## src/rtl/nego_clk_div_pkg.sv

```systemverilog
package nego_clk_div_pkg;
  // Fixed first-stage ratio is 4: a two-bit counter wrapping at 3.
  localparam int PRE_W   = 2;
  localparam int PRE_LIM = 3;
endpackage

```

## src/rtl/nego_div_stage.sv

```systemverilog
module nego_div_stage #(
  parameter int W = 2
) (
  input  logic         clk,
  input  logic         rst_n,
  input  logic         run_i,
  input  logic         step_i,
  input  logic [W-1:0] lim_i,
  output logic         wrap_o
);
  logic [W-1:0] cnt_q;
  logic [W-1:0] cnt_d;
  logic         at_lim;

  assign at_lim = (cnt_q == lim_i);
  assign wrap_o = run_i & step_i & at_lim;

  always_comb begin
    cnt_d = cnt_q;
    if (!run_i) begin
      cnt_d = '0;
    end else if (step_i) begin
      cnt_d = at_lim ? '0 : cnt_q + 1'b1;
    end
  end

  always_ff @(posedge clk or negedge rst_n) begin
    if (!rst_n) cnt_q <= '0;
    else        cnt_q <= cnt_d;
  end


  idle_clear_chk: assert property (@(posedge clk) disable iff (!rst_n)
    !run_i |=> (cnt_q == '0));


  within_limit_chk: assert property (@(posedge clk) disable iff (!rst_n)
    run_i |-> (cnt_q <= lim_i));
endmodule

```

## src/rtl/nego_cfg_hold.sv

```systemverilog
module nego_cfg_hold #(
  parameter int MSG_W = 8,
  parameter int EXP_W = 3,
  parameter int LIN_W = MSG_W + 2,
  parameter int POW_W = (1 << EXP_W) - 1
) (
  input  logic             clk,
  input  logic             rst_n,
  input  logic             enable_i,
  input  logic [MSG_W-1:0] msg_i,
  input  logic [MSG_W-1:0] addr_i,
  input  logic [EXP_W-1:0] exp_i,
  input  logic             period_end_i,
  output logic             run_o,
  output logic             cfg_valid_o,
  output logic [LIN_W-1:0] lin_lim_o,
  output logic [POW_W-1:0] pow_lim_o
);
  logic             started_q;
  logic             started_d;
  logic [MSG_W-1:0] m_q;
  logic [MSG_W-1:0] m_d;
  logic [EXP_W-1:0] e_q;
  logic [EXP_W-1:0] e_d;
  logic [MSG_W-1:0] m_act;
  logic [EXP_W-1:0] e_act;
  logic             load;

  assign cfg_valid_o = (msg_i == addr_i) && (msg_i != '0);
  assign run_o       = enable_i & cfg_valid_o;

  // The first running cycle uses the live value; afterwards the captured one.
  assign m_act = started_q ? m_q : msg_i;
  assign e_act = started_q ? e_q : exp_i;
  assign load  = !started_q || period_end_i;

  always_comb begin
    started_d = run_o;
    m_d       = load ? msg_i : m_q;
    e_d       = load ? exp_i : e_q;
  end

  always_ff @(posedge clk or negedge rst_n) begin
    if (!rst_n) begin
      started_q <= 1'b0;
      m_q       <= '0;
      e_q       <= '0;
    end else begin
      started_q <= started_d;
      m_q       <= m_d;
      e_q       <= e_d;
    end
  end

  assign lin_lim_o = {m_act, 2'b00};

  always_comb begin
    for (int i = 0; i < POW_W; i++) begin
      pow_lim_o[i] = (i < int'(e_act));
    end
  end


  cfg_steady_chk: assert property (@(posedge clk) disable iff (!rst_n)
    (started_q && run_o && !period_end_i) |=> ($stable(m_q) && $stable(e_q)));
endmodule

```

## src/rtl/nego_clk_div.sv

```systemverilog
module nego_clk_div #(
  parameter int MSG_W = 8,
  parameter int EXP_W = 3
) (
  input  logic             clk,
  input  logic             rst_n,
  input  logic             enable_i,
  input  logic [MSG_W-1:0] msg_timing_i,
  input  logic [MSG_W-1:0] addr_timing_i,
  input  logic [EXP_W-1:0] div_exp_i,
  output logic             tick_o,
  output logic             cfg_valid_o
);
  import nego_clk_div_pkg::*;

  localparam int LIN_W = MSG_W + 2;
  localparam int POW_W = (1 << EXP_W) - 1;

  logic             run;
  logic [LIN_W-1:0] lin_lim;
  logic [POW_W-1:0] pow_lim;
  logic             pre_wrap;
  logic             lin_wrap;
  logic             pow_wrap;
  logic             tick_q;
  logic             tick_d;

  nego_cfg_hold #(
    .MSG_W(MSG_W), .EXP_W(EXP_W), .LIN_W(LIN_W), .POW_W(POW_W)
  ) u_cfg (
    .clk(clk), .rst_n(rst_n), .enable_i(enable_i),
    .msg_i(msg_timing_i), .addr_i(addr_timing_i), .exp_i(div_exp_i),
    .period_end_i(pow_wrap), .run_o(run), .cfg_valid_o(cfg_valid_o),
    .lin_lim_o(lin_lim), .pow_lim_o(pow_lim)
  );

  nego_div_stage #(.W(PRE_W)) u_pre (
    .clk(clk), .rst_n(rst_n), .run_i(run), .step_i(1'b1),
    .lim_i(PRE_W'(PRE_LIM)), .wrap_o(pre_wrap)
  );

  nego_div_stage #(.W(LIN_W)) u_lin (
    .clk(clk), .rst_n(rst_n), .run_i(run), .step_i(pre_wrap),
    .lim_i(lin_lim), .wrap_o(lin_wrap)
  );

  nego_div_stage #(.W(POW_W)) u_pow (
    .clk(clk), .rst_n(rst_n), .run_i(run), .step_i(lin_wrap),
    .lim_i(pow_lim), .wrap_o(pow_wrap)
  );

  assign tick_d = pow_wrap;

  always_ff @(posedge clk or negedge rst_n) begin
    if (!rst_n) tick_q <= 1'b0;
    else        tick_q <= tick_d;
  end

  assign tick_o = tick_q;


  tick_single_chk: assert property (@(posedge clk) disable iff (!rst_n)
    tick_o |=> !tick_o);


  invalid_silent_chk: assert property (@(posedge clk) disable iff (!rst_n)
    !cfg_valid_o |=> !tick_o);


  tick_needs_enable_chk: assert property (@(posedge clk) disable iff (!rst_n)
    tick_o |-> $past(enable_i));
endmodule

```

## config.mk

```make
export PLATFORM = sky130hd
export DESIGN_NAME = nego_clk_div
export DESIGN_NICKNAME = d
export VERILOG_FILES = /design/src/rtl/nego_clk_div_pkg.sv /design/src/rtl/nego_div_stage.sv /design/src/rtl/nego_cfg_hold.sv /design/src/rtl/nego_clk_div.sv
export SDC_FILE = /design/constraint.sdc
export NUM_CORES = 1
export LEC_CHECK = 0
export CAP_MARGIN = 20
export CORE_MARGIN = 2
export CORE_UTILIZATION = 39
export CTS_BUF_LIST = sky130_fd_sc_hd__clkbuf_8 sky130_fd_sc_hd__clkbuf_16
export DETAILED_ROUTE_END_ITERATION = 16
export HOLD_SLACK_MARGIN = 0.12
export MAX_ROUTING_LAYER = met4
export PLACE_DENSITY_LB_ADDON = 0.05
export SLEW_MARGIN = 20
export SYNTH_ARGS = -nofsm -noshare
export SYNTH_HDL_FRONTEND = slang
export SYNTH_HIERARCHICAL = 1
export SYNTH_SLANG_ARGS = --single-unit
```

## constraint.sdc

```tcl
create_clock -name clk -period 2.7 [get_ports clk]
set_input_delay 0.405 -clock clk [delete_from_list [all_inputs] [get_ports clk]]
set_output_delay 0.405 -clock clk [all_outputs]
set_load 0.005 [all_outputs]
```

* Word level (Yosys, flattened, before mapping)
Index checks and enable logic that the tools add are counted.
W data, S select, Z words.
** Operators by class
- Bitwise logic cells :: 6
- Muxes and demuxes :: 10
- $lt $le $gt $ge :: 7
- $add $sub $neg :: 3
- Reductions and logical operators :: 4
- Equal/unequal tests :: 6
** Operators with widths (number)
- $mux W10 :: 3
- $mux W7 :: 3
- $add A10 B1 Y10 const B :: 1
- $eq A10 B10 Y1 :: 1
- $lt A3 B3 Y1 const A :: 3
- $eq A8 B8 Y1 :: 1
- $mux W8 :: 1
- $reduce_bool A8 Y1 :: 1
- $add A7 B1 Y7 const B :: 1
- $eq A7 B7 Y1 :: 1
- $and A1 B1 Y1 :: 6
- $lt A1 B3 Y1 const A :: 2
- $lt A2 B3 Y1 const A :: 2
- $mux W2 :: 2
- $ne A2 B1 Y1 const B :: 2
- $mux W3 :: 1
- $add A2 B1 Y2 const B :: 1
- $eq A2 B2 Y1 const B :: 1
- $logic_and A1 B1 Y1 :: 1
- $logic_not A1 Y1 :: 1
- $logic_or A1 B1 Y1 :: 1
** Word-level totals
- Input bits :: 22
- Word-level logic and storage cells :: 43
- Flip-flop bits (word level) :: 32

* Longest topological paths before layout
- Word-level depth :: 9
- Mapped depth :: 12

* Hierarchy
Netlist, hierarchy kept.
** By module, submodules not included
- nego_cfg_hold :: instances 1, area an instance 783.3 sq um, cells each 68
- nego_div_stage at u_lin :: instances 1, area an instance 641.9 sq um, cells each 72
- nego_div_stage at u_pow :: instances 1, area an instance 454.2 sq um, cells each 43
- nego_div_stage at u_pre :: instances 1, area an instance 143.9 sq um, cells each 17
- nego_clk_div :: instances 1, area an instance 28.8 sq um, cells each 2

* Worst setup path before layout
No wires, ideal clock.
- Path type :: input port to flip-flop
- Start point :: in addr_timing_i[0]
- End point :: reg u_cfg.e_q[0]
- Path slack :: -0.543 ns
- Arrival :: 3.115 ns
- Stages on the path :: 12
- Data required time :: 2.573 ns
- Setup time :: 0.127 ns
- Buffers on the path :: 1
- Cell sequence :: xnor2_1 -> nand4_1 -> nor4_1 -> nand2_1 -> nor3_1 -> nand2_1 -> nor2_1 -> nand2_1 -> nor2_1 -> nor2b_4 -> buf_6 -> mux2_1
** Between the ends
- Cells in the longest elaborated chain, start to end :: 9
** RTL lines
- from (decl) :: RTL line nego_clk_div.sv:9 : input logic [MSG_W-1:0] addr_timing_i,
- $eq A8 B8 Y1 :: RTL line nego_cfg_hold.sv:29 : assign cfg_valid_o = (msg_i == addr_i) && (msg_i != '0);
- $logic_and A1 B1 Y1 :: RTL line nego_cfg_hold.sv:29
- $and A1 B1 Y1 :: RTL line nego_cfg_hold.sv:30 : assign run_o = enable_i & cfg_valid_o;
- named net run :: RTL line nego_clk_div.sv:19 : logic run;
- $and A1 B1 Y1 :: RTL line nego_div_stage.sv:16 : assign wrap_o = run_i & step_i & at_lim;
- named net pre_wrap :: RTL line nego_clk_div.sv:22 : logic pre_wrap;
- $and A1 B1 Y1 (2 in series) :: RTL line nego_div_stage.sv:16
- named net lin_wrap :: RTL line nego_clk_div.sv:23 : logic lin_wrap;
- $and A1 B1 Y1 (2 in series) :: RTL line nego_div_stage.sv:16
- named net pow_wrap :: RTL line nego_clk_div.sv:24 : logic pow_wrap;
- $logic_or A1 B1 Y1 :: RTL line nego_cfg_hold.sv:35 : assign load = !started_q || period_end_i;
- to (signal assigned) :: RTL line nego_cfg_hold.sv:47 : e_q <= '0;
- to (signal assigned) :: RTL line nego_cfg_hold.sv:51 : e_q <= e_d;
- to (decl) :: RTL line nego_cfg_hold.sv:23 : logic [EXP_W-1:0] e_q;
The timed path passes the listed nets, and every way through them passes these cells.
A chain may end at the register's enable or synchronous reset.

* Final worst setup path
- Start point :: in msg_timing_i[6]
- End point :: reg u_cfg.e_q[1]
** Between the ends
- Cells in the longest elaborated chain, start to end :: 9
** RTL lines
- from (decl) :: RTL line nego_clk_div.sv:8 : input logic [MSG_W-1:0] msg_timing_i,
- $eq A8 B8 Y1 / $reduce_bool A8 Y1 (equally long branches) :: RTL line nego_cfg_hold.sv:29
- $logic_and A1 B1 Y1 * :: RTL line nego_cfg_hold.sv:29
- $and A1 B1 Y1 * :: RTL line nego_cfg_hold.sv:30
- named net run :: RTL line nego_clk_div.sv:19
- $and A1 B1 Y1 :: RTL line nego_div_stage.sv:16
- $and A1 B1 Y1 * (2 in series) :: RTL line nego_div_stage.sv:16
- named net lin_wrap :: RTL line nego_clk_div.sv:23
- $and A1 B1 Y1 * (2 in series) :: RTL line nego_div_stage.sv:16
- named net pow_wrap :: RTL line nego_clk_div.sv:24
- $logic_or A1 B1 Y1 * :: RTL line nego_cfg_hold.sv:35
The timed path passes the listed nets; every way through them passes the cells marked *.

==> results.cfg <==
[status]
status = finished clean

[yosys]
synth_simple_gate_area_frac = 0.185
synth_compound_area_frac = 0.110
synth_mux_area_frac = 0.119
async_reset_ff_frac = 1.00
synth_enable_flop_cells = 0
synthFlopType = dfrtp_1
synth_cells = 202
synth_top_family_by_area = simple AND/OR/NAND/NOR gates
ys_types = 46
ys_warn_count = 6
syn_area_sq_um = 2050
ys_ff_latch = 32
synthAdderAreaFrac = 0.0122
seq_area_frac_synth = 0.390
synth_xor_xnor_area_share = 0.141
avgSynthCellArea_sq_um = 10.2

[timing]
slew_violations = 0
setup_viol = 0
max_freq_mhz = 385
rsz0062_at_grt = yes
period_needed_ns = 2.59
hold_viol = 0
fin_crit_sh = 0.961
fin_worst_skew_ns = 0.00450
tns_ns = 0

[global_route]
grt_max_degree = 33
grt_pass1_vias = 1729
antenna_found_initial = 0
overflow = 0
grt_usage = 0.172
grt_pass1_wl_um = 7990

[floorplanning]
initial_core_util = 0.402
pin_count = 24
rows = 26
core_sq_um = 5110
die_w_um = 76.5
die_h_um = 76.5
die_area_sq_um = 5860

[critical_path]
critPathCaptureType = flip-flop
path_max_fanout = 12
crit_path_cell_trace = clkdlybuf4s50_1 > buf_4 > or4_4 > nor2_4 > nor4_4 > buf_4 > nand2_2 > nor2_2 > nand2_2 > nor2_4 > nor2b_4 > buf_4 > mux2_1
cp.required_ns = 2.86
critPathMaxStageDelay_ns = 0.54
cpLargestDelayFamily = simple AND/OR/NAND/NOR gates
worst-r2r-setup-slack_ns = 0.18
cp.arrival_ns = 2.76
cp_num_buf_inv = 4
cpMaxStageDelayCell = or4_4
cp_common_cell = buf_4
worstSetupStartpointType = input port
worst-setup-path-type = in -> reg

[layout]
multi_input_area_sq_um = 1260
area_delta_synth_final_pct = 35.3
seq_area_sq_um = 802
final_common_cell = dfrtp_1
n_fill_cell = 465
final_net_count = 287
antennaDiodeCount = 0
layout_common_cells = dfrtp_1, buf_4, xor2_1
layout-drive-gt1-share = 0.277

[detailed_routing]
via_per_inst = 4.99
routed.top_layer = met4
antenna_left = 0
wl_met3_um = 209
wl_met2_um = 1970
drtIter0Drc = 52
drt-pass1-iter-count = 4
met1_length_um = 2190
drcViolationCount = 0
vias = 1665
routedWlPerCell_um = 13.3
postRouteWirelength_um = 4430

[power_and_ir_drop]
vdd_drop_max_v = 0.000216
power.density_nw_per_um2 = 402
p_leak_nw = 1.27
power_mw = 1.12

[worst_hold_path]
hp-class = reg -> reg

[placed_design]
place_congestion = 0.814
io_buffers = 23
dpl.hpwl_um = 3320

[flow_run]
max-cap-violations = 0

[cts]
cts_made_buffers = 5
root_buffer = clkbuf_8
worstSkewPairLatency_ns = 0.28
cts_tree = yes
htreeDepth = 2
clk_pin_slew_ns = 0.07
clkSinkCount = 32
clk_path_buf_depth = 2
-- routing by layer --
metal / vias to the layer above / GRT usage
li1: 834 / -
met1: 786 / 0.223
met2: 37 / 0.262
met3: 8 / 0.0498
met4: 0 / 0.0545
met5: - / -
-- worst paths after layout --
| kind | to | start | cells past startpoint |
|---|---|---|---|
| setup / recovery | u_cfg/e_q[1] | msg_timing_i[6] | 13 |
| min in group asynchronous | u_cfg/m_q[7] | rst_n | 2 |
| setup reg to reg | u_cfg/e_q[1] | u_cfg/started_q | 11 |
| hold / removal | u_cfg/m_q[6] | u_cfg/m_q[6] | 1 |
| max in group asynchronous | u_cfg/started_q | rst_n | 2 |
| hold reg to reg | u_cfg/m_q[6] | u_cfg/m_q[6] | 1 |
-- cell type report --
type | count | share of cell area
Clock buffer | 7 | 0.0347
Multi-Input combinational cell | 168 | 0.455
Clock inverter | 1 | 0.0108
Inverter | 5 | 0.00676
Tap cell | 70 | 0.0315
Sequential cell | 32 | 0.289
Timing Repair Buffer | 51 | 0.172
-- worst register-to-register path: stages, from the launching register on --
cell and delay [ns]:
dfrtp_2 0.38, buf_12 0.12, mux2_2 0.35, xor2_1 0.18, nor4_2 0.32, nand3_1 0.17
nor2_2 0.17, nand2_2 0.07, nor2_4 0.13, nor2b_4 0.06, buf_4 0.14, mux2_1 0.31
-- where the power goes --
part	internal [mW]	switching, mW	total, mW
clock	0.325	0.176	0.501
combinational	0.0666	0.0550	0.122
sequential	0.488	0.00483	0.493
total	0.880	0.236	1.12
-- what timing repair did --
item,4_1_cts,5_1_grt
hold buffers,0,0
endpoints found under the setup margin,6,11
setup buffers,1,3
gates resized for setup,5,12
pin swaps,4,13
-- cell usage after synthesis (2+ instances only) --
cell type,instances,area [sq um]
nand3_1,15,75.1
o311ai_1,3,26.3
a32o_1,5,50.1
or4_4,2,22.5
mux2_2,16,180
nor2_1,11,41.3
o21ai_1,4,20.0
nor4_1,3,18.8
nand2_1,19,71.3
nor3_1,5,25.0
dfrtp_1,32,801
nand3b_1,2,15.0
buf_6,2,22.5
xor2_1,20,175
nand4_1,2,12.5
buf_4,3,22.5
a22o_1,3,26.3
buf_1,2,7.51
inv_1,5,18.8
mux2i_1,3,30.0
nor2b_1,3,18.8
a21o_2,2,17.5
xnor2_1,13,114
conb_1,2,7.51
ha_1,2,25.0
mux2_1,3,33.8
-- cell families (layout without fill, tap and decap cells) --
family / Yosys count / in the layout
xor+xnor: 33 / 33
flops: 32 / 32
fa+ha+maj: 2 / 2
simple gates: 70 / 70
compound gates: 27 / 27
buf+inv: 14 / 64
other cells: 2 / 14
mux: 22 / 22
-- flip-flops by register name, summed over array words and instances, names as in the netlist --
name,count
u_cfg/started_q,1
tick_o,1
u_pow/cnt_q,7
u_cfg/e_q,3
u_lin/cnt_q,10
u_cfg/m_q,8
u_pre/cnt_q,2
-- per-stage QoR --
| step | hold slack, ns | instance area (sq um) | util | worst slack [ns] | std cells |
|---|---|---|---|---|---|
| 2_1_floorplan | 0.109 | 2120 | - | 0.0204 | 214 |
| 4_1_cts | 0.493 | 2700 | 0.529 | 0.0104 | 331 |
| 5_1_grt | 0.525 | 2780 | 0.544 | -0.0355 | 334 |
| 3_5_place_dp | 0.478 | 2570 | 0.503 | -0.317 | 322 |
| 3_3_place_gp | 0.470 | 2570 | 0.503 | -0.286 | 322 |
| 6_report | 0.492 | 2780 | 0.544 | 0.106 | 334 |
Power figures use the tool's default switching activity.
